$ cat config.mk
export PLATFORM = sky130hd
export DESIGN_NAME = booth_mul_seq
export DESIGN_NICKNAME = d
export VERILOG_FILES = /design/src/rtl/booth_pkg.sv /design/src/rtl/booth_addsub.sv /design/src/rtl/booth_ctrl.sv /design/src/rtl/booth_mul_seq.sv
export SDC_FILE = /design/constraint.sdc
export NUM_CORES = 1
export LEC_CHECK = 0
export BUFFER_PORTS_ARGS = -buffer_cell sky130_fd_sc_hd__buf_2
export CAP_MARGIN = 20
export CORE_MARGIN = 4
export CORE_UTILIZATION = 50
export DETAILED_ROUTE_END_ITERATION = 16
export HOLD_SLACK_MARGIN = 0.08
export PLACE_DENSITY = 0.78
export RECOVER_POWER = 50
export SKIP_CTS_REPAIR_TIMING = 1
export SYNTH_ARGS = -nofsm -noshare
export SYNTH_HDL_FRONTEND = slang
export SYNTH_SLANG_ARGS = --single-unit
$ cat constraint.sdc
create_clock -name clk -period 4.1 [get_ports clk]
set_input_delay 1.23 -clock clk [delete_from_list [all_inputs] [get_ports clk]]
set_output_delay 1.23 -clock clk [all_outputs]
set_load 0.02 [all_outputs]
$ cat src/rtl/booth_pkg.sv
package booth_pkg;

    typedef enum logic [1:0] {
        OP_NONE = 2'd0,
        OP_ADD  = 2'd1,
        OP_SUB  = 2'd2
    } booth_op_e;

    typedef enum logic {
        ST_IDLE = 1'b0,
        ST_RUN  = 1'b1
    } booth_state_e;

    // Radix-2 recoding of (current multiplier bit, guard bit on its right).
    function automatic booth_op_e recode(input logic cur_bit, input logic right_bit);
        booth_op_e op;
        case ({cur_bit, right_bit})
            2'b10:   op = OP_SUB;
            2'b01:   op = OP_ADD;
            default: op = OP_NONE;
        endcase
        return op;
    endfunction

endpackage

$ cat src/rtl/booth_addsub.sv
module booth_addsub
    import booth_pkg::*;
#(
    parameter int WIDTH = 32
) (
    input  booth_op_e        op_i,
    input  logic [WIDTH-1:0] acc_i,
    input  logic [WIDTH-1:0] mcand_i,
    output logic [WIDTH:0]   sum_o
);
    localparam int EW = WIDTH + 1;

    logic [EW-1:0] acc_ext;
    logic [EW-1:0] mcand_ext;

    // One extra sign bit keeps the result exact even for the most negative multiplicand.
    assign acc_ext   = {acc_i[WIDTH-1], acc_i};
    assign mcand_ext = {mcand_i[WIDTH-1], mcand_i};

    always_comb begin
        case (op_i)
            OP_ADD:  sum_o = acc_ext + mcand_ext;
            OP_SUB:  sum_o = acc_ext - mcand_ext;
            default: sum_o = acc_ext;
        endcase
    end

endmodule

$ cat src/rtl/booth_ctrl.sv
module booth_ctrl
    import booth_pkg::*;
#(
    parameter int WIDTH = 32
) (
    input  logic clk,
    input  logic rst,
    input  logic start_i,
    output logic accept_o,
    output logic step_o,
    output logic busy_o,
    output logic done_o
);
    localparam int CW = $clog2(WIDTH + 1);
    localparam logic [CW-1:0] LAST = CW'(WIDTH - 1);

    booth_state_e state_q;
    logic [CW-1:0] cnt_q;
    logic          last_step;

    assign accept_o  = start_i && (state_q == ST_IDLE);
    assign step_o    = (state_q == ST_RUN);
    assign busy_o    = step_o;
    assign last_step = step_o && (cnt_q == LAST);

    always_ff @(posedge clk) begin
        if (rst) begin
            state_q <= ST_IDLE;
            cnt_q   <= '0;
            done_o  <= 1'b0;
        end else begin
            done_o <= last_step;
            if (accept_o) begin
                state_q <= ST_RUN;
                cnt_q   <= '0;
            end else if (last_step) begin
                state_q <= ST_IDLE;
                cnt_q   <= '0;
            end else if (step_o) begin
                cnt_q <= cnt_q + 1'b1;
            end
        end
    end

    AST_DONE_PULSE: assert property (@(posedge clk) disable iff (rst)
        done_o |=> !done_o);

    AST_DONE_IDLE: assert property (@(posedge clk) disable iff (rst)
        done_o |-> !busy_o);

    AST_CNT_RANGE: assert property (@(posedge clk) disable iff (rst)
        busy_o |-> (cnt_q <= LAST));

endmodule

$ cat src/rtl/booth_mul_seq.sv
module booth_mul_seq
    import booth_pkg::*;
#(
    parameter int WIDTH = 32
) (
    input  logic             clk,
    input  logic             rst,
    input  logic             start_i,
    input  logic [WIDTH-1:0] mcand_i,
    input  logic [WIDTH-1:0] mplier_i,
    output logic             busy_o,
    output logic             done_o,
    output logic [WIDTH-1:0] hi_o,
    output logic [WIDTH-1:0] lo_o
);
    typedef struct packed {
        logic [WIDTH-1:0] hi;
        logic [WIDTH-1:0] lo;
        logic             guard;
    } prod_t;

    prod_t            prod_q;
    prod_t            prod_next;
    logic [WIDTH-1:0] mcand_q;
    logic [WIDTH:0]   sum;
    logic             accept;
    logic             step;
    booth_op_e        op;

    booth_ctrl #(.WIDTH(WIDTH)) u_ctrl (
        .clk      (clk),
        .rst      (rst),
        .start_i  (start_i),
        .accept_o (accept),
        .step_o   (step),
        .busy_o   (busy_o),
        .done_o   (done_o)
    );

    assign op = recode(prod_q.lo[0], prod_q.guard);

    booth_addsub #(.WIDTH(WIDTH)) u_addsub (
        .op_i    (op),
        .acc_i   (prod_q.hi),
        .mcand_i (mcand_q),
        .sum_o   (sum)
    );

    // Arithmetic right shift of {sum, lo, guard}; the widened sum's top bit is the sign.
    always_comb begin
        prod_next.hi    = sum[WIDTH:1];
        prod_next.lo    = {sum[0], prod_q.lo[WIDTH-1:1]};
        prod_next.guard = prod_q.lo[0];
    end

    always_ff @(posedge clk) begin
        if (rst) begin
            prod_q  <= '0;
            mcand_q <= '0;
        end else if (accept) begin
            prod_q.hi    <= '0;
            prod_q.lo    <= mplier_i;
            prod_q.guard <= 1'b0;
            mcand_q      <= mcand_i;
        end else if (step) begin
            prod_q <= prod_next;
        end
    end

    assign hi_o = prod_q.hi;
    assign lo_o = prod_q.lo;

    AST_BUSY_AFTER_START: assert property (@(posedge clk) disable iff (rst)
        (start_i && !busy_o) |=> busy_o);

    AST_STRAY_START: assert property (@(posedge clk) disable iff (rst)
        (start_i && busy_o) |=> $stable(mcand_q));

    AST_IDLE_HOLD: assert property (@(posedge clk) disable iff (rst)
        (!busy_o && !start_i) |=> $stable({hi_o, lo_o}));

    AST_NOP_SHIFT: assert property (@(posedge clk) disable iff (rst)
        (busy_o && (prod_q.lo[0] == prod_q.guard)) |=>
        (hi_o == {$past(hi_o[WIDTH-1]), $past(hi_o[WIDTH-1:1])}));

endmodule

After elaboration in Yosys (flattened, before gate mapping)

Cells that the tools add are included.

Add/subtract/negate cells: 3
Equal/unequal tests: 5
Mux-type cells: 6
Bitwise logic cells: 1
Reduce and logical (&&, ||, !) cells: 8

Operators by type and width:

| operator            | number |
|---|---|
| $mux 33             | 2 |
| $pmux 33 s2         | 1 |
| $add 32x32->33      | 1 |
| $sub 32x32->33      | 1 |
| $add 6x1->6 const B | 1 |
| $eq 6x5->1 const B  | 1 |
| $reduce_bool 2->1   | 3 |
| $eq 2x1->1 const B  | 2 |
| $eq 2x2->1 const B  | 2 |
| $pmux 2 s2          | 1 |
| $reduce_or 3->1     | 1 |
| $logic_and 1x1->1   | 2 |
| $mux 1              | 2 |
| $reduce_and 2->1    | 1 |
| $reduce_or 2->1     | 1 |
| $not 1->1           | 1 |

Bits in registers: 105
Output and inout port bits: 66

Logic depth before layout (Yosys ltp)

Word-level depth: 6
Depth in mapped cells: 18
Depth with buffers taken out: 17

Hierarchy

Synthesis repeated with hierarchy kept, for this count alone.

Cells, all modules: 875
Area, all modules: 7,420.9 µm²

Modules (own cells, without submodules):

| module        | instances | cells an instance | area each (µm²) | seq. area each (µm²) |
|---|---|---|---|---|
| booth_mul_seq | 1         | 419               | 4,266.6         | 1,941.9 |
| booth_addsub  | 1         | 420               | 2,798.9         | 0.0 |
| booth_ctrl    | 1         | 36                | 355.3           | 160.2 |

Least setup slack after synthesis

OpenSTA, ideal clock, no wires.

Path type: reg2reg
Start: register mcand_q[2]
End: register prod_q (netlist bit hi_o[30])
Arrival: 3,548 ps
Data required time: 3,963 ps
Path slack: 415 ps
Stages on the path, launching flop included: 18
Path buffers: 1
Period minus slack after synthesis: 3,685 ps
Cell sequence: dfxtp_1 > or3_4 > nor3b_4 > nor4b_4 > nand2_1 > nor3_2 > a21oi_1 > xnor2_1 > ha_1 > clkbuf_1 > nand2_1 > o21ai_0 > o41ai_1 > o21a_1 > and2_1 > a21oi_1 > mux2i_1 > a31oi_1

Cells in the longest elaborated chain, start to end: 2
Elaborated cells on any way between the ends: 3
Classes of those cells: add/sub: 2; mux: 1

Ends and longest elaborated chain:

| item                                             | RTL line                               | text |
|---|---|---|
| from (decl)                                      | booth_mul_seq.sv:24                    | `logic [WIDTH-1:0] mcand_q;` |
| from (signal assigned)                           | booth_mul_seq.sv:64                    | `mcand_q <= mcand_i;` |
| $sub 32x32->33 or $add 32x32->33 (tied branches) | booth_addsub.sv:23, booth_addsub.sv:22 |  |
| $pmux 33 s2 (*)                                  | booth_addsub.sv:21                     | `case (op_i)` |
| to (signal assigned)                             | booth_mul_seq.sv:66                    | `prod_q <= prod_next;` |
| to (decl)                                        | booth_mul_seq.sv:22                    | `prod_t prod_q;` |

Every way passes the cells marked *; elsewhere a longest branch is shown, timed or not.
A chain may end at the register's enable or synchronous reset.

Final worst setup path

Start: register mcand_q[2]
End: register prod_q (netlist bit hi_o[26])

Same word-level chain as after synthesis.

==> summary.txt <==
Power and ir drop
  • Total Power: ~3.0 mW
  • Max IR drop VDD: 0.2351 mV
  • Pwr/cell area: 373.4 mW/mm²
  • Leak Pwr: roughly 3.3 nW

Run
  • Max-cap viol count: 0

Global route
  • Sum of overflow across all layers after global routing: 0
  • Pin count of the biggest net entering global routing: between 70 and 80
  • Antenna violations before repair: 0
  • Number of global-route vias before repair: slightly below 6000
  • Wire length of the first global-routing pass: around 30000 µm
  • All-layer global routing usage: 0.2184

Floorplanning
  • Placeable core area: ~0.014 mm²
  • Die Height: 129.0 µm
  • Die Span X: between 100 and 150 µm
  • Area enclosed by the die boundary: ~0.017 mm²
  • Initial core utilization: 0.5189
  • Total number of placement rows: 43
  • # IOs: ~130

STA
  • Final sum of negative setup slack: 0 ns
  • Number of endpoints with negative hold slack in the final report: 0
  • Final worst path period need: roughly 3.9 ns
  • Maximum clock rate: between 200 and 300 MHz
  • Slew headroom: 0.05716
  • Unrepaired setup endpoints after global routing: true
  • Measured slew at the worst slew-check pin: 1.414 ns
  • Post-route clock skew: between 0.01 and 0.015 ns
  • Final clock period utilization by the worst path: 0.9532
  • Setup violation total in the final timing report: 0
  • Number of max-slew violations in the final report: 0
  • WHS: 0.4902 ns

Yosys
  • Async SR Flop Fraction: 0
  • Top cells by instance count after synthesis: a21oi_1 (132), nor2_1 (126), nand2_1 (113), dfxtp_1 (105), buf_4 (64)
  • Net Count, Synth: approximately 1100
  • Number of enable-type register cells in the synthesized netlist: 0
  • Leading area contributor after synthesis: dfxtp_1
  • Flop and latch count out of synthesis: between 100 and 150
  • Avg Cell Area, Syn: 7.588 µm²
  • Ys flop type: dfxtp_1
  • Number of different library cells in the post-synthesis netlist: 65
  • Library cell with the highest instance count after synthesis: a21oi_1
  • Area of the mapped netlist: between 0.007 and 0.008 mm²
  • Share of the synthesized area in the top cell type: 0.2874
  • Count of warnings emitted by yosys: 0
  • Portion of the post-synthesis area used by sequential elements: 0.2874
  • Number of standard cells after synthesis: slightly below 1000
  • Synth top area cells: dfxtp_1 (29%), a21oi_1 (9.0%), buf_4 (6.6%)

Cells and area
  • Multi-input combinational cell area: 0.004484 mm²
  • Area occupied by registers: 0.002106 mm²
  • Synthesis-to-layout area growth: 8.553%
  • Fraction of layout instances using a drive strength above 1: 0.1433
  • Final core utilization: 0.5633
  • Nets: between 1000 and 1500
  • Layout filler cell count: about 1400
  • # diodes: 0

Clocking
  • Clock latency of the later-clocked register in the worst-skew pair: 0.36 ns
  • Deepest clock path buffer count: 2
  • CTS root buf: clkbuf_16
  • CTS tree: built
  • Maximum level of the CTS H-tree: 3
  • Clock input transition at the sequential cells of the worst setup and hold paths: 0.07 ns
  • Number of buffers created by CTS: 9
  • Number of sinks on the clock net: 105

Hold path
  • Kind of path behind the tightest hold check: reg -> reg
  • Launch instance of the worst min-delay path: mcand_q[26]

Routing
  • Vias: ~6600
  • Routed WL per cell: about 15 µm
  • Number of design-rule violations left by the first detailed-router iteration: 391
  • Remaining routing DRC violations: 0
  • Vias per Instance: around 5.5
  • DRT Pass-1 Iters: 5
  • Drt total wl: between 15000 and 20000 µm
  • Post-route ant nets: 0

Critical path
  • Launch point of the worst path: mcand_q[2]
  • Max FO, Critical Path: 5
  • Reg2Reg Launch Point: mcand_q[2]
  • Termination of the worst setup path: hi_o[26]
  • Endpoint of the worst register-to-register path: hi_o[26]
  • Worst setup path class: reg -> reg
  • Worst R2R Path Depth: 17
  • Setup slack of the worst register-to-register path: 0.19 ns
  • CP Capture Type: flip-flop
  • Data arrival time at the worst-slack endpoint: between 4 and 5 ns
  • Req. time, crit path: about 4.4 ns
  • Worst Setup Start Kind: flip-flop

Placement
  • RePlAce Congestion: 0.9482
  • Sum of net half-perimeters after detailed placement: 13600 µm
  • Number of port buffers: 132

Run status
  • Run status: complete, no violations
-- critical path: stages (launching register included) --
cell and delay, ns:
dfxtp_1 0.35, or3_4 0.42, nor3_2 0.14, nand2b_1 0.17, buf_4 0.17, nor2_1 0.09, nor2_1 0.06, xnor2_1 0.17
ha_1 0.40, nand3_2 0.14, o221ai_2 0.25, a21oi_1 0.16, a211oi_4 0.32, o41ai_2 0.11, buf_4 0.16, a2111oi_2 0.41
mux2i_1 0.22, nor2_1 0.06
-- cell usage in the layout (no fill, tap or decap), types with 8 or more instances in the layout --
cell,n
xnor2_1,48
a211oi_1,8
a21oi_1,131
ha_1,33
nor2_1,126
nand4_1,8
o21ai_0,43
nor3_1,12
nand3_1,11
a31oi_1,14
buf_2,81
mux2i_1,41
clkbuf_16,9
inv_1,24
nand2b_1,8
a21o_1,11
nand2_1,113
buf_4,18
clkbuf_1,53
dfxtp_1,104
-- report_power, final --
group          internal [mW]  switching, mW  total (mW)
combinational          0.372          0.568       0.940
clock                  0.478          0.399       0.877
sequential              1.08         0.0722        1.15
total                   1.93           1.04        2.96
-- sequential cells by signal (all words and copies together) (netlist names) --
name and count:
u_ctrl.done_o 1, u_ctrl.cnt_q 6, lo_o 32, hi_o 32
mcand_q 32, prod_q 1, u_ctrl.busy_o 1
-- area by class of cell --
class                   count  area share
well taps                 180     0.02836
multi-input cells         716      0.5648
clock inverters             5    0.008352
clock buffers              10     0.02884
flip-flops and latches    105      0.2652
inverters                  25     0.01182
repair buffers            151     0.09266
-- routing by layer --
| metal | routed length [µm] | vias to the layer above | global-route usage |
|---|---|---|---|
| met4 | 307 | 0 | 0.07227 |
| met1 | 8868 | 3000 | 0.3222 |
| li1 | - | 3384 | - |
| met5 | 0 | - | 0 |
| met3 | 1124 | 21 | 0.04110 |
| met2 | 7906 | 169 | 0.3198 |
-- worst min path at each step --
stage	slack, ns	end	cells past startpoint
after floorplan	0.46	mcand_q[22]	2
after global placement	0.48	prod_q[0]	2
after detailed placement	0.48	mcand_q[26]	2
after CTS	0.49	mcand_q[26]	2
final	0.49	mcand_q[26]	2
after global routing	0.52	mcand_q[29]	2
-- through the flow --
step / cells / setup slack (ns) / instance area, µm²
3_5_place_dp: 1175 / 0.1730 / 7651
5_1_grt: 1192 / -0.05160 / 7940
3_3_place_gp: 1175 / 0.2635 / 7651
4_1_cts: 1190 / 0.1646 / 7946
6_report: 1192 / 0.1917 / 7940
2_1_floorplan: 964 / 0.4149 / 7315
-- kinds of logic (layout without fill, tap and decap cells) --
logic type	Yosys count	after routing	share of synthesized area
compound gates	262	262	0.2159
xor+xnor	55	55	0.06586
fa+ha+maj	36	36	0.06261
buf+inv	143	191	0.1062
flops	105	105	0.2874
mux	42	42	0.05919
simple gates	321	321	0.2029
No activity file was read; power rests on OpenSTA's default activity.
